===== src/rtl/rxaf_pkg.sv =====
package rxaf_pkg;
  typedef enum logic [1:0] {
    CLS_UCAST = 2'd0,
    CLS_MCAST = 2'd1,
    CLS_BCAST = 2'd2
  } frame_cls_e;

  typedef enum logic [2:0] {
    RSN_OK       = 3'd0,
    RSN_BC_OFF   = 3'd1,
    RSN_MC_OFF   = 3'd2,
    RSN_UC_MISS  = 3'd3,
    RSN_HIT_CMPL = 3'd4
  } reason_e;
endpackage


===== src/rtl/rxaf_classify.sv =====
module rxaf_classify
  import rxaf_pkg::*;
#(
  parameter int ADDR_BYTES = 6,
  localparam int ADDR_W = ADDR_BYTES * 8
) (
  input  logic [ADDR_W-1:0] addr_i,
  output frame_cls_e        cls_o
);
  // group bit: LSB of the first byte on the wire
  localparam int GROUP_BIT = ADDR_W - 8;

  always_comb begin
    if (&addr_i)                cls_o = CLS_BCAST;
    else if (addr_i[GROUP_BIT]) cls_o = CLS_MCAST;
    else                        cls_o = CLS_UCAST;
  end
endmodule


===== src/rtl/rxaf_match.sv =====
module rxaf_match #(
  parameter int ADDR_BYTES = 6,
  parameter int WORD_W     = 32,
  localparam int ADDR_W    = ADDR_BYTES * 8
) (
  input  logic [ADDR_W-1:0] addr_i,
  input  logic [WORD_W-1:0] entry_hi_i,
  input  logic [WORD_W-1:0] entry_lo_i,
  input  logic              entry_on_i,
  input  logic              cmp_en_i,
  output logic              hit_o
);
  localparam int PAIR_W = 2 * WORD_W;

  logic [PAIR_W-1:0]     pair;
  logic [ADDR_W-1:0]     stored;
  logic [ADDR_BYTES-1:0] byte_eq;

  assign pair   = {entry_hi_i, entry_lo_i};
  assign stored = pair[PAIR_W-1 -: ADDR_W];

  // trailing bits of the low word carry no address
  logic unused_tail;
  assign unused_tail = ^pair[PAIR_W-ADDR_W-1:0];

  for (genvar b = 0; b < ADDR_BYTES; b++) begin : g_byte
    assign byte_eq[b] = (addr_i[b*8 +: 8] == stored[b*8 +: 8]);
  end

  assign hit_o = cmp_en_i & entry_on_i & (&byte_eq);
endmodule


===== src/rtl/rxaf_decide.sv =====
module rxaf_decide
  import rxaf_pkg::*;
(
  input  frame_cls_e cls_i,
  input  logic       hit_i,
  input  logic       acc_bcast_i,
  input  logic       acc_mcast_i,
  input  logic       acc_all_ucast_i,
  input  logic       complement_i,
  output logic       accept_o,
  output reason_e    reason_o
);
  always_comb begin
    accept_o = 1'b0;
    reason_o = RSN_OK;
    unique case (cls_i)
      CLS_BCAST: begin
        accept_o = complement_i | acc_bcast_i;
        reason_o = accept_o ? RSN_OK : RSN_BC_OFF;
      end
      CLS_MCAST: begin
        accept_o = complement_i | acc_mcast_i;
        reason_o = accept_o ? RSN_OK : RSN_MC_OFF;
      end
      default: begin
        if (acc_all_ucast_i) begin
          accept_o = 1'b1;
          reason_o = RSN_OK;
        end else if (complement_i) begin
          accept_o = ~hit_i;
          reason_o = hit_i ? RSN_HIT_CMPL : RSN_OK;
        end else begin
          accept_o = hit_i;
          reason_o = hit_i ? RSN_OK : RSN_UC_MISS;
        end
      end
    endcase
  end
endmodule


===== src/rtl/rx_addr_filter.sv =====
module rx_addr_filter
  import rxaf_pkg::*;
#(
  parameter int ADDR_BYTES = 6,
  parameter int WORD_W     = 32,
  parameter int NUM_EN     = 16,
  localparam int ADDR_W    = ADDR_BYTES * 8
) (
  input  logic              clk_i,
  input  logic              rst_ni,
  input  logic              valid_i,
  input  logic [ADDR_W-1:0] dst_addr_i,
  input  logic [WORD_W-1:0] entry_hi_i,
  input  logic [WORD_W-1:0] entry_lo_i,
  input  logic [NUM_EN-1:0] entry_en_i,
  input  logic              cmp_en_i,
  input  logic              acc_bcast_i,
  input  logic              acc_mcast_i,
  input  logic              acc_all_ucast_i,
  input  logic              complement_i,
  output logic              done_o,
  output logic              accept_o,
  output logic [2:0]        reason_o
);
  frame_cls_e cls;
  logic       hit;
  logic       acc_d;
  reason_e    rsn_d;

  // only entry 0 exists
  logic unused_en;
  assign unused_en = ^entry_en_i[NUM_EN-1:1];

  rxaf_classify #(.ADDR_BYTES(ADDR_BYTES)) u_cls (
    .addr_i (dst_addr_i),
    .cls_o  (cls)
  );

  rxaf_match #(.ADDR_BYTES(ADDR_BYTES), .WORD_W(WORD_W)) u_match (
    .addr_i     (dst_addr_i),
    .entry_hi_i (entry_hi_i),
    .entry_lo_i (entry_lo_i),
    .entry_on_i (entry_en_i[0]),
    .cmp_en_i   (cmp_en_i),
    .hit_o      (hit)
  );

  rxaf_decide u_dec (
    .cls_i           (cls),
    .hit_i           (hit),
    .acc_bcast_i     (acc_bcast_i),
    .acc_mcast_i     (acc_mcast_i),
    .acc_all_ucast_i (acc_all_ucast_i),
    .complement_i    (complement_i),
    .accept_o        (acc_d),
    .reason_o        (rsn_d)
  );

  always_ff @(posedge clk_i or negedge rst_ni) begin
    if (!rst_ni) begin
      done_o   <= 1'b0;
      accept_o <= 1'b0;
      reason_o <= RSN_OK;
    end else begin
      done_o <= valid_i;
      if (valid_i) begin
        accept_o <= acc_d;
        reason_o <= rsn_d;
      end
    end
  end

  assert_done_follows_R8: assert property (@(posedge clk_i) disable iff (!rst_ni)
    valid_i |=> done_o);
  assert_done_idle_R8: assert property (@(posedge clk_i) disable iff (!rst_ni)
    !valid_i |=> !done_o);
  assert_hold_R8: assert property (@(posedge clk_i) disable iff (!rst_ni)
    !valid_i |=> ($stable(accept_o) && $stable(reason_o)));
  assert_reason_ok_R9: assert property (@(posedge clk_i) disable iff (!rst_ni)
    done_o |-> (accept_o == (reason_o == RSN_OK)));
  assert_bcast_cmpl_R2: assert property (@(posedge clk_i) disable iff (!rst_ni)
    (valid_i && cls == CLS_BCAST && complement_i) |=> accept_o);
  assert_mcast_cmpl_R3: assert property (@(posedge clk_i) disable iff (!rst_ni)
    (valid_i && cls == CLS_MCAST && complement_i) |=> accept_o);
  assert_ucast_all_R4: assert property (@(posedge clk_i) disable iff (!rst_ni)
    (valid_i && cls == CLS_UCAST && acc_all_ucast_i) |=> accept_o);
  assert_hit_gated_R5: assert property (@(posedge clk_i) disable iff (!rst_ni)
    hit |-> (cmp_en_i && entry_en_i[0]));
  assert_hit_cmpl_R6: assert property (@(posedge clk_i) disable iff (!rst_ni)
    (valid_i && cls == CLS_UCAST && !acc_all_ucast_i && complement_i && hit)
    |=> (reason_o == RSN_HIT_CMPL));
  assert_group_bit_R1: assert property (@(posedge clk_i) disable iff (!rst_ni)
    (cls == CLS_MCAST) |-> dst_addr_i[ADDR_W-8]);
endmodule


===== config.mk =====
export PLATFORM = sky130hd
export DESIGN_NAME = rx_addr_filter
export DESIGN_NICKNAME = d
export VERILOG_FILES = /design/src/rtl/rxaf_pkg.sv /design/src/rtl/rxaf_classify.sv /design/src/rtl/rxaf_match.sv /design/src/rtl/rxaf_decide.sv /design/src/rtl/rx_addr_filter.sv
export SDC_FILE = /design/constraint.sdc
export NUM_CORES = 1
export LEC_CHECK = 0
export BUFFER_PORTS_ARGS = -buffer_cell sky130_fd_sc_hd__clkbuf_2
export CAP_MARGIN = 20
export CORE_UTILIZATION = 27
export DETAILED_ROUTE_END_ITERATION = 12
export PLACE_DENSITY = 0.86
export SETUP_SLACK_MARGIN = 0.4
export SYNTH_ARGS = -nofsm -noshare
export SYNTH_HDL_FRONTEND = slang
export SYNTH_SLANG_ARGS = --single-unit

===== constraint.sdc =====
create_clock -name clk_i -period 0.8 [get_ports clk_i]
set_clock_uncertainty 0.1 [all_clocks]
set_input_delay 0.08 -clock clk_i [delete_from_list [all_inputs] [get_ports clk_i]]
set_output_delay 0.08 -clock clk_i [all_outputs]
set_load 0.1 [all_outputs]

After elaboration in Yosys (flattened, before gate mapping):

Index checks and enable logic that the tools add are counted.

* input port bits: 136
* word-level logic and storage cells: 30
* register bits: 5
* output and inout bits: 5

* reduce and logical (&&, ||, !) cells: 2
* multiplexer cells: 12
* bitwise gates (word level): 5
* equality and inequality tests: 8

Operators by type and width (count)
* $eq A8 B8 Y1: 6
* $reduce_and A48 Y1: 1
* $mux W3: 3
* $mux W2: 3
* $pmux W3 S2: 1
* $reduce_and A6 Y1: 1
* $mux W1: 4
* $and A1 B1 Y1: 2
* $eq A2 B1 Y1 const B: 1
* $eq A2 B2 Y1 const B: 1
* $or A1 B1 Y1: 2
* $pmux W1 S2: 1
* $not A1 Y1: 1

Logic depth before layout (Yosys ltp):

Gate-level depths: netlist of the first run.

* depth in word-level cells: 7
* mapped depth: 10
* gate-level depth less buffers: 10

Modules after synthesis:

From an unflattened synthesis of the first run, not the netlist that was laid out.

* cell total of the unflattened synthesis: 114
* area total of the unflattened synthesis: 985.9 sq um

By module, submodules not included
* rxaf_match: seq. area each 0.0 sq um, area each 545.5 sq um, instances 1, cells an instance 68
* rx_addr_filter: seq. area each 125.1 sq um, area each 170.2 sq um, instances 1, cells an instance 9
* rxaf_decide: seq. area each 0.0 sq um, area each 153.9 sq um, instances 1, cells an instance 19
* rxaf_classify: seq. area each 0.0 sq um, area each 116.4 sq um, instances 1, cells an instance 18

Least setup slack after synthesis of the first run:

OpenSTA, ideal clock, no wires.

* path type: input to register
* start: input entry_hi_i[3]
* end: register accept_o
* slack: -1181 ps
* arrival time: 1754 ps
* required time: 574 ps
* path buffers: 0
* library setup time: 126 ps
* cell stages on the path: 10
* path through: xnor2_1 -> nand4_1 -> nor4_1 -> nand3_1 -> or4_1 -> ha_1 -> nor2_1 -> nor3_1 -> a21oi_1 -> o21ai_1

* cells in the longest elaborated chain, start to end: 7

RTL lines
* start, declared: line rx_addr_filter.sv:13 `input logic [WORD_W-1:0] entry_hi_i,`
* $eq A8 B8 Y1 (*): line rxaf_match.sv:27 `assign byte_eq[b] = (addr_i[b*8 +: 8] == stored[b*8 +: 8]);`
* $reduce_and A6 Y1 (*): line rxaf_match.sv:30 `assign hit_o = cmp_en_i & entry_on_i & (&byte_eq);`
* $and A1 B1 Y1 (*): line rxaf_match.sv:30
* $not A1 Y1: line rxaf_decide.sv:30 `accept_o = ~hit_i;`
* $mux W1 (*): line rxaf_decide.sv:29 `end else if (complement_i) begin`
* $mux W1 (*): line rxaf_decide.sv:26 `if (acc_all_ucast_i) begin`
* $pmux W1 S2 (*): line rxaf_decide.sv:16 `unique case (cls_i)`
* end signal, assigned: line rx_addr_filter.sv:62 `accept_o <= 1'b0;`
* end signal, assigned: line rx_addr_filter.sv:67 `accept_o <= acc_d;`
* end, declared: line rx_addr_filter.sv:22 `output logic accept_o,`

Mark *: on every way between the ends. The rest lies on a longest branch, timed or not.
A chain may end at the register's enable or synchronous reset.

Worst setup path after layout of the first run:

* start: input entry_hi_i[17]
* end: register accept_o

Same word-level chain as after synthesis.

==> out/metrics.yaml, run 1 <==
outcome: "finished, violations left"
violations: "hold timing, setup timing"
port_buffers: 109
ys.warnings.count: 0
grt_pass1_wl_um: 7380
start_kind: "primary input"
cp_max_fo: 2
cts_tree: "built"
synth_flop_cell: "dfrtp_1"
cts_buffer_depth: 2
p_switching_uw: 667
hold_violations: 6
yosysSeqAreaShare_pct: 12.7
fp.dieH_um: 62.5
internal-power_uw: 1080
hold_ws_ns: -0.453
rsz0062_at_grt: "true"
pwr-share-comb_pct: 66.1
reg2regPathDepth: 2
timing.rr.end: "accept_o"
synth_nets: 264
r2r_start: "accept_o"
p_seq_share_pct: 17.4
overflow: 0
grt_pass1_vias: 1755
synth_top_cells_by_count: "xnor2_1, nand4_1, inv_1, xor2_1, nor2_1"
cp.arrival_ns: 2.09
ir_drop_v: 0.000312
routed_wl_um: 4710
multi_input_area_sq_um: 930
clock_latency_ns: 0.23
hpwl_um: 3930
crit_type: "in2reg"
leakage_uw: 0.00112
timing.final.crit_share_pct: 259
cts.sinks: 5
required_ns: 0.82
dr.pass1.iters: 4
routedWlPerCell_um: 13.9
utilization_pct: 66.4
synth_area_sq_um: 988
fin_area_sq_mm: 0.00227
clk_pin_slew_ns: 0.05
fillers: 279
synth_area_leaders: "xnor2_1, nand4_1, dfrtp_1, xor2_1, inv_1"
drive_gt1_share_pct: 65.5
finalSetupViolCount: 9
hold_class: "in2async"
grtUsageTotal_pct: 23.3
synth_edf_count: 0
drcViolationCount: 0
vias_per_cell: 5.01
cts_buffers: 3
final-seq-area_sq_um: 144
synth-seq-cells: 5
finalWeightedCongestion: 0.925
antenna_found_initial: 0
cts_htree_levels: 1
slew_headroom_pct: 80.2
crit_end: "accept_o"
worst_pin_slew_ns: 0.294
antenna_left: 0
switching_share_pct: 38.1
cts_root_buf: "clkbuf_4"
syn_to_final_growth_pct: 129
grt_max_degree: 8
pin_count: 141
yosysUniqueCellTypes: 29
drt_iter0_drc: 61
dp_slack_ns: -1.46
slew_violations: 0
synth_top_area_share_pct: 21.3
setup_slack_ns: -1.27
max_freq_mhz: 482
power.density_mw_per_mm2: 771
core-area_sq_mm: 0.00342
rows: 21
dieArea_sq_mm: 0.00391
fp.dieW_um: 62.5
max_cap_viol_count: 0
endpoint_kind: "register"
start_util_pct: 28.9
async_flop_share_pct: 100
vias: 1697
synth_area_leader_cell: "xnor2_1"
dpl-instance-area_sq_mm: 0.00206
r2r_slack_ns: -0.10
fin_nets: 432
avgSynthCellArea_sq_um: 7.84
clkPwrFrac_pct: 16.5
crit_start: "entry_hi_i[17]"
antenna_cells: 0
netlist_instances: 126
synth.most_common_cell: "xnor2_1"
fin_crit_ns: 2.07
-- sequential cells by signal (all words and copies together) (netlist names) --
register / cells
reason_o: 3
accept_o: 1
done_o: 1
-- cell families after synthesis --
| logic type | Yosys count | synth area share [%] |
|---|---|---|
| buffers and inverters | 13 | 4.94 |
| xor gates and xnor gates | 38 | 34.4 |
| DFF | 5 | 12.7 |
| AOI/OAI and AO/OA | 18 | 13.4 |
| adders and majority gates | 2 | 2.53 |
| and+or+nand+nor | 50 | 32.0 |
-- worst min-delay path by stage --
stage,end,cells after the start,start,slack (ns)
global route,reason_o[0],1,rst_ni,-0.46
finish,reason_o[0],1,rst_ni,-0.45
CTS,reason_o[0],1,rst_ni,-0.46
detailed placement,reason_o[0],1,rst_ni,-0.20
global placement,done_o,1,rst_ni,-0.20
floorplan,accept_o,0,rst_ni,-0.32
-- timing repair --
action / in CTS / in global routing
setup buffers: 3 / 1
hold endpoints to repair: 6 / 6
gates resized for setup: 8 / 26
setup endpoints to repair: 9 / 9
pin swaps: 4 / 10
-- cell usage in the layout (no fill, tap or decap), types with 4 or more instances in the layout --
| master | Yosys | final |
|---|---|---|
| buf_12 | 0 | 5 |
| buf_4 | 0 | 53 |
| clkbuf_2 | 0 | 100 |
| dfrtp_4 | 0 | 5 |
| inv_1 | 13 | 13 |
| nand3_1 | 4 | 4 |
| nand4_1 | 23 | 23 |
| nor2_1 | 7 | 6 |
| nor4_2 | 2 | 5 |
| xnor2_1 | 24 | 20 |
| xnor2_2 | 1 | 5 |
| xor2_1 | 13 | 13 |
-- power by group through the flow --
stage	Combinational, uW	Clock (uW)	Sequential (uW)
2_1_floorplan	274	0	431
5_1_grt	1240	321	306
4_1_cts	1090	295	305
3_3_place_gp	1040	0	308
3_5_place_dp	1060	0	309
6_report	1160	290	304
-- metal layers --
| metal | share of wire, % | vias to the layer above | global-route usage, % | wire length [um] |
|---|---|---|---|---|
| li1 | - | 814 | - | - |
| met1 | 37 | 774 | 24.9 | 1750 |
| met2 | 53 | 97 | 45.2 | 2500 |
| met3 | 7.1 | 12 | 3.28 | 334 |
| met4 | 2.6 | 0 | 9.01 | 124 |
| met5 | 0 | - | 0 | 0 |
-- critical path, cell delays in order --
cell and delay (ns):
clkbuf_2 0.09, xnor2_1 0.16, nand4_1 0.14, nor4_2 0.29, nand3_1 0.17, or4_4 0.56
ha_4 0.25, nor2_2 0.11, nor3_2 0.06, a21oi_1 0.10, o21ai_1 0.07
-- metrics by stage --
stage | std cells | TNS (ns) | power, uW
2_1_floorplan | 126 | -3.56 | 705
3_3_place_gp | 331 | -5.14 | 1350
3_5_place_dp | 331 | -5.26 | 1370
4_1_cts | 338 | -5.61 | 1690
5_1_grt | 339 | -6.47 | 1860
6_report | 339 | -6.01 | 1750
-- cell type report --
cell class | count | area share [%]
tap | 46 | 2.54
timing repair buffer | 163 | 46.8
inverter | 13 | 2.15
clock buffer | 4 | 1.16
sequential | 5 | 6.34
multi-input combinational | 108 | 41.0
(Power assumes the default switching activity.)
==> inputs of run 2 (changes only) <==
--- a/config.mk
+++ b/config.mk
@@ -11,6 +11,8 @@
 export DETAILED_ROUTE_END_ITERATION = 12
 export PLACE_DENSITY = 0.86
 export SETUP_SLACK_MARGIN = 0.4
+export SKIP_LAST_GASP = 1
 export SYNTH_ARGS = -nofsm -noshare
 export SYNTH_HDL_FRONTEND = slang
 export SYNTH_SLANG_ARGS = --single-unit
+export TNS_END_PERCENT = 30
==> run 2 against run 1 <==
Sequential share of layout area is 0.74 points lower. Final cell count is 0.59% lower. Core utilization is 0.99 points lower. Flip-flop and latch count stayed put. Highest routed layer unchanged. Largest power group unchanged. First-iteration DRC count is 3.3% lower. The run still ends with hold timing, setup timing left. Non-clock buffer count is 2 lower.
==> out/metrics.yaml, run 2 (synthesized netlist as in run 1, its figures left out) <==
worst_pin_slew_ns: 0.300
endpoint_kind: "register"
routed_wl_um: 4500
finalSetupViolCount: 9
hold_ws_ns: -0.458
cts_root_buf: "clkbuf_4"
cts_buffer_depth: 2
met1_usage_pct: 25.2
drcViolationCount: 0
fin_cells: 337
max_cap_viol_count: 0
fp.dieW_um: 62.5
largest_reg_flops: 3
grt_pass1_wl_um: 7240
grtUsageMet3_pct: 3.28
regMostFlops: "reason_o"
top_regs: "reason_o (3), accept_o (1), done_o (1)"
outcome: "finished, violations left"
violations: "hold timing, setup timing"
setup_slack_ns: -1.19
start_util_pct: 28.9
hold_violations: 6
layout_commonest_cell: "clkbuf_2"
antenna_cells: 0
cts_buffers: 3
fp.dieH_um: 62.5
slowest_delay_ns: 0.55
cp.arrival_ns: 2.02
crit_chain: "clkbuf_2, xnor2_2, nand4_1, nor4_2, nand3_1, or4_4, ha_4, nor2_4, nor3_2, a21oi_1, o21ai_1"
power.density_mw_per_mm2: 793
dieArea_sq_mm: 0.00391
start_kind: "primary input"
dr.pass1.iters: 4
r2r_start: "accept_o"
pin_count: 141
core-area_sq_mm: 0.00342
top_usage_layer: "met2"
cts_setup_buffers: 0
cts_tree: "built"
drive_gt1_share_pct: 62.2
required_ns: 0.83
crit_type: "in2reg"
timing.rr.end: "accept_o"
max_freq_mhz: 502
fin_nets: 430
leakage_uw: 0.00112
vias_per_cell: 4.95
timing.final.crit_share_pct: 249
critPathTopFamily: "simple AND/OR/NAND/NOR gates"
routedWlPerCell_um: 13.4
clk_pin_slew_ns: 0.05
grt_max_degree: 10
clock_latency_ns: 0.25
critPathBufInv: 1
cp_max_fo: 2
grtUsageMet2_pct: 44.6
vias: 1669
rows: 21
antenna_left: 0
slew_headroom_pct: 79.9
drt_iter0_drc: 59
dp_slack_ns: -1.47
syn_to_final_growth_pct: 126
rsz0062_at_grt: "true"
hpwl_um: 3870
fin_crit_ns: 1.99
layout_common_cells: "clkbuf_2, buf_4, nand4_1"
antenna_found_initial: 0
power_uw: 1770
hold_class: "in2async"
cts.sinks: 5
port_buffers: 109
cts_htree_levels: 1
cp_slowest_cell: "or4_4"
overflow: 0
grtUsageTotal_pct: 22.8
place_inst: 333
slew_violations: 0
setup-tns-final_ns: -5.19
grt_pass1_vias: 1746
r2r_slack_ns: -0.04
ir_drop_v: 0.000337
finalWeightedCongestion: 0.881
reg2regPathDepth: 2
run 2: layout make-up:
cell class	instances	area, sq um
fill	282	1180
timing repair buffer	161	1030
multi-input combinational	108	943
sequential	5	125
tap	46	57.6
inverter	13	48.8
clock buffer	4	26.3
run 2: layer usage:
metal / vias up / wire length [um] / part of all wire [%]
met1: 757 / 1650 / 37
met5: - / 0 / 0
met3: 11 / 303 / 6.7
met4: 0 / 81 / 1.8
met2: 91 / 2470 / 55
li1: 810 / - / -
run 2: report_power, final:
part           switching (uW)  internal [uW]  leakage [uW]
clock                     122            190     0.0000150
sequential               19.1            271     0.0000614
combinational             551            619       0.00104
run 2: stage by stage:
| step | instance area, sq um | util (%) |
|---|---|---|
| CTS | 2130 | 62.3 |
| global placement | 2060 | 60.2 |
| finish | 2230 | 65.4 |
| detailed placement | 2060 | 60.2 |
| floorplan | 988 | - |
| global route | 2230 | 65.4 |
run 2: how the worst max path moves through the flow:
stage	startpoint	end	slack [ns]	depth (start not counted)
after floorplan	entry_hi_i[6]	accept_o	-1.13	9
after global placement	dst_addr_i[4]	accept_o	-1.42	11
after detailed placement	entry_hi_i[2]	accept_o	-1.47	11
after CTS	entry_lo_i[20]	accept_o	-1.12	11
after global routing	entry_lo_i[24]	accept_o	-1.29	11
final	entry_hi_i[18]	accept_o	-1.19	11
run 2: timing repair:
action,4_1_cts,5_1_grt
setup endpoints to repair,9,9
hold endpoints to repair,6,6
pin swaps,1,5
gates resized for setup,7,21
==> inputs of run 3 (changes only) <==
--- a/config.mk
+++ b/config.mk
@@ -5,7 +5,7 @@
 export SDC_FILE = /design/constraint.sdc
 export NUM_CORES = 1
 export LEC_CHECK = 0
-export BUFFER_PORTS_ARGS = -buffer_cell sky130_fd_sc_hd__clkbuf_2
+export BUFFER_PORTS_ARGS = -buffer_cell sky130_fd_sc_hd__buf_2
 export CAP_MARGIN = 20
 export CORE_UTILIZATION = 27
 export DETAILED_ROUTE_END_ITERATION = 12
==> run 3 against run 2 <==
The flow still finishes with violations (hold timing, setup timing). Clock-buffer cell count unchanged. Worst setup slack better by 0.030 ns. Combinational power grew 7%. Core utilization rose by 3.7 points. Flip-flop and latch count is the same. Sequential power about the same.
==> out/metrics.yaml, run 3 (synthesized netlist as in run 1, its figures left out) <==
start_util_pct: 28.9
max_freq_mhz: 509
finalSetupViolCount: 9
drcViolationCount: 0
rsz0062_at_grt: "true"
cts_root_buf: "clkbuf_4"
largest_reg_flops: 3
layout_commonest_cell: "buf_2"
drt_iter0_drc: 56
fin_nets: 429
ir_drop_v: 0.000299
worst_pin_slew_ns: 0.299
grt_pass1_vias: 1701
dr.pass1.iters: 6
timing.final.crit_share_pct: 245
top_regs: "reason_o (3), accept_o (1), done_o (1)"
cp_max_fo: 2
cts_tree: "built"
max_cap_viol_count: 0
cts_htree_levels: 1
cp.arrival_ns: 2.00
core-area_sq_mm: 0.00342
port_buffers: 109
syn_to_final_growth_pct: 139
hold_class: "in2async"
required_ns: 0.84
layout_common_cells: "buf_2, buf_4, nand4_1"
vias: 1659
fillers: 269
grt_pass1_wl_um: 7400
antenna_cells: 0
regMostFlops: "reason_o"
rows: 21
outcome: "finished, violations left"
crit_type: "in2reg"
fp.dieH_um: 62.5
cts_buffer_depth: 2
setup_slack_ns: -1.16
crit_start: "dst_addr_i[14]"
hold_violations: 6
antenna_left: 0
slew_headroom_pct: 79.9
cts_buffers: 3
hpwl_um: 3780
dieArea_sq_mm: 0.00391
overflow: 0
pin_count: 141
endpoint_kind: "register"
grtUsageTotal_pct: 24.2
routed_wl_um: 5060
drive_gt1_share_pct: 64.5
grt_max_degree: 10
hold_ws_ns: -0.467
utilization_pct: 69.1
fp.dieW_um: 62.5
finalWeightedCongestion: 0.882
fin_crit_ns: 1.96
cts.sinks: 5
leakage_uw: 0.00116
violations: "hold timing, setup timing"
power.density_mw_per_mm2: 785
vias_per_cell: 4.94
clk_pin_slew_ns: 0.05
clock_latency_ns: 0.25
r2r_start: "reason_o[1]"
routedWlPerCell_um: 15.1
slew_violations: 0
antenna_found_initial: 0
start_kind: "primary input"
run 3: cell count changes in the layout (fill, tap and decap cells not counted), sizes merged:
cell    before  now
clkbuf     104    4
buf         61  160
run 3: what timing repair did:
action,4_1_cts,5_1_grt
buffers inserted,1,0
setup endpoints to repair,9,9
pin swaps,5,7
hold endpoints to repair,6,6
resized for setup,17,32
run 3: metal layers:
| layer | vias to the layer above | GRT usage, % | wire, um |
|---|---|---|---|
| met3 | 22 | 3.83 | 313 |
| met2 | 94 | 45.8 | 2820 |
| li1 | 809 | - | - |
| met4 | 0 | 10.2 | 186 |
| met1 | 734 | 26.2 | 1740 |
| met5 | - | 0 | 0 |
run 3: final timing paths:
kind | endpoint | slack (ns) | depth (start not counted)
worst max-delay path | accept_o | -1.16 | 11
worst max register to register | reason_o[1] | -0.05 | 2
min in group clk_i | done_o | -0.05 | 1
worst min-delay path | reason_o[1] | -0.47 | 1
worst min register to register | reason_o[0] | 0.44 | 1
max in group asynchronous | reason_o[2] | 0.94 | 1
run 3: stage by stage:
stage                     total power [uW]  TNS, ns  cell area (sq um)  instances  setup WS [ns]
after floorplan                        690    -5.00                988        126          -1.13
after global placement                1340    -5.20               2040        331          -1.46
after detailed placement              1360    -5.22               2040        331          -1.48
after CTS                             1730    -5.08               2170        336          -1.14
after global routing                  1950    -5.61               2360        336          -1.25
final                                 1850    -5.21               2360        336          -1.16
run 3: cell type report:
type	count	area (sq um)	share of cell area [%]
clock buffer	4	26.3	1.11
tap	46	57.6	2.44
inverter	13	48.8	2.07
timing repair buffer	160	1130	47.7
multi-input combinational	108	977	41.4
sequential	5	125	5.30
run 3: critical path: stages:
cell and delay [ns]:
buf_2 0.12, xnor2_2 0.14, nand4_1 0.14, nor4_2 0.29
nand3_1 0.14, or4_4 0.55, ha_4 0.23, nor2_4 0.08
nor3_2 0.04, a21oi_1 0.11, o21ai_1 0.07
run 3: power breakdown:
part | switching [uW] | internal [uW] | leakage, uW
Sequential | 18.3 | 272 | 0.0000614
Combinational | 570 | 682 | 0.00108
Clock | 120 | 190 | 0.0000150
Total | 708 | 1140 | 0.00116
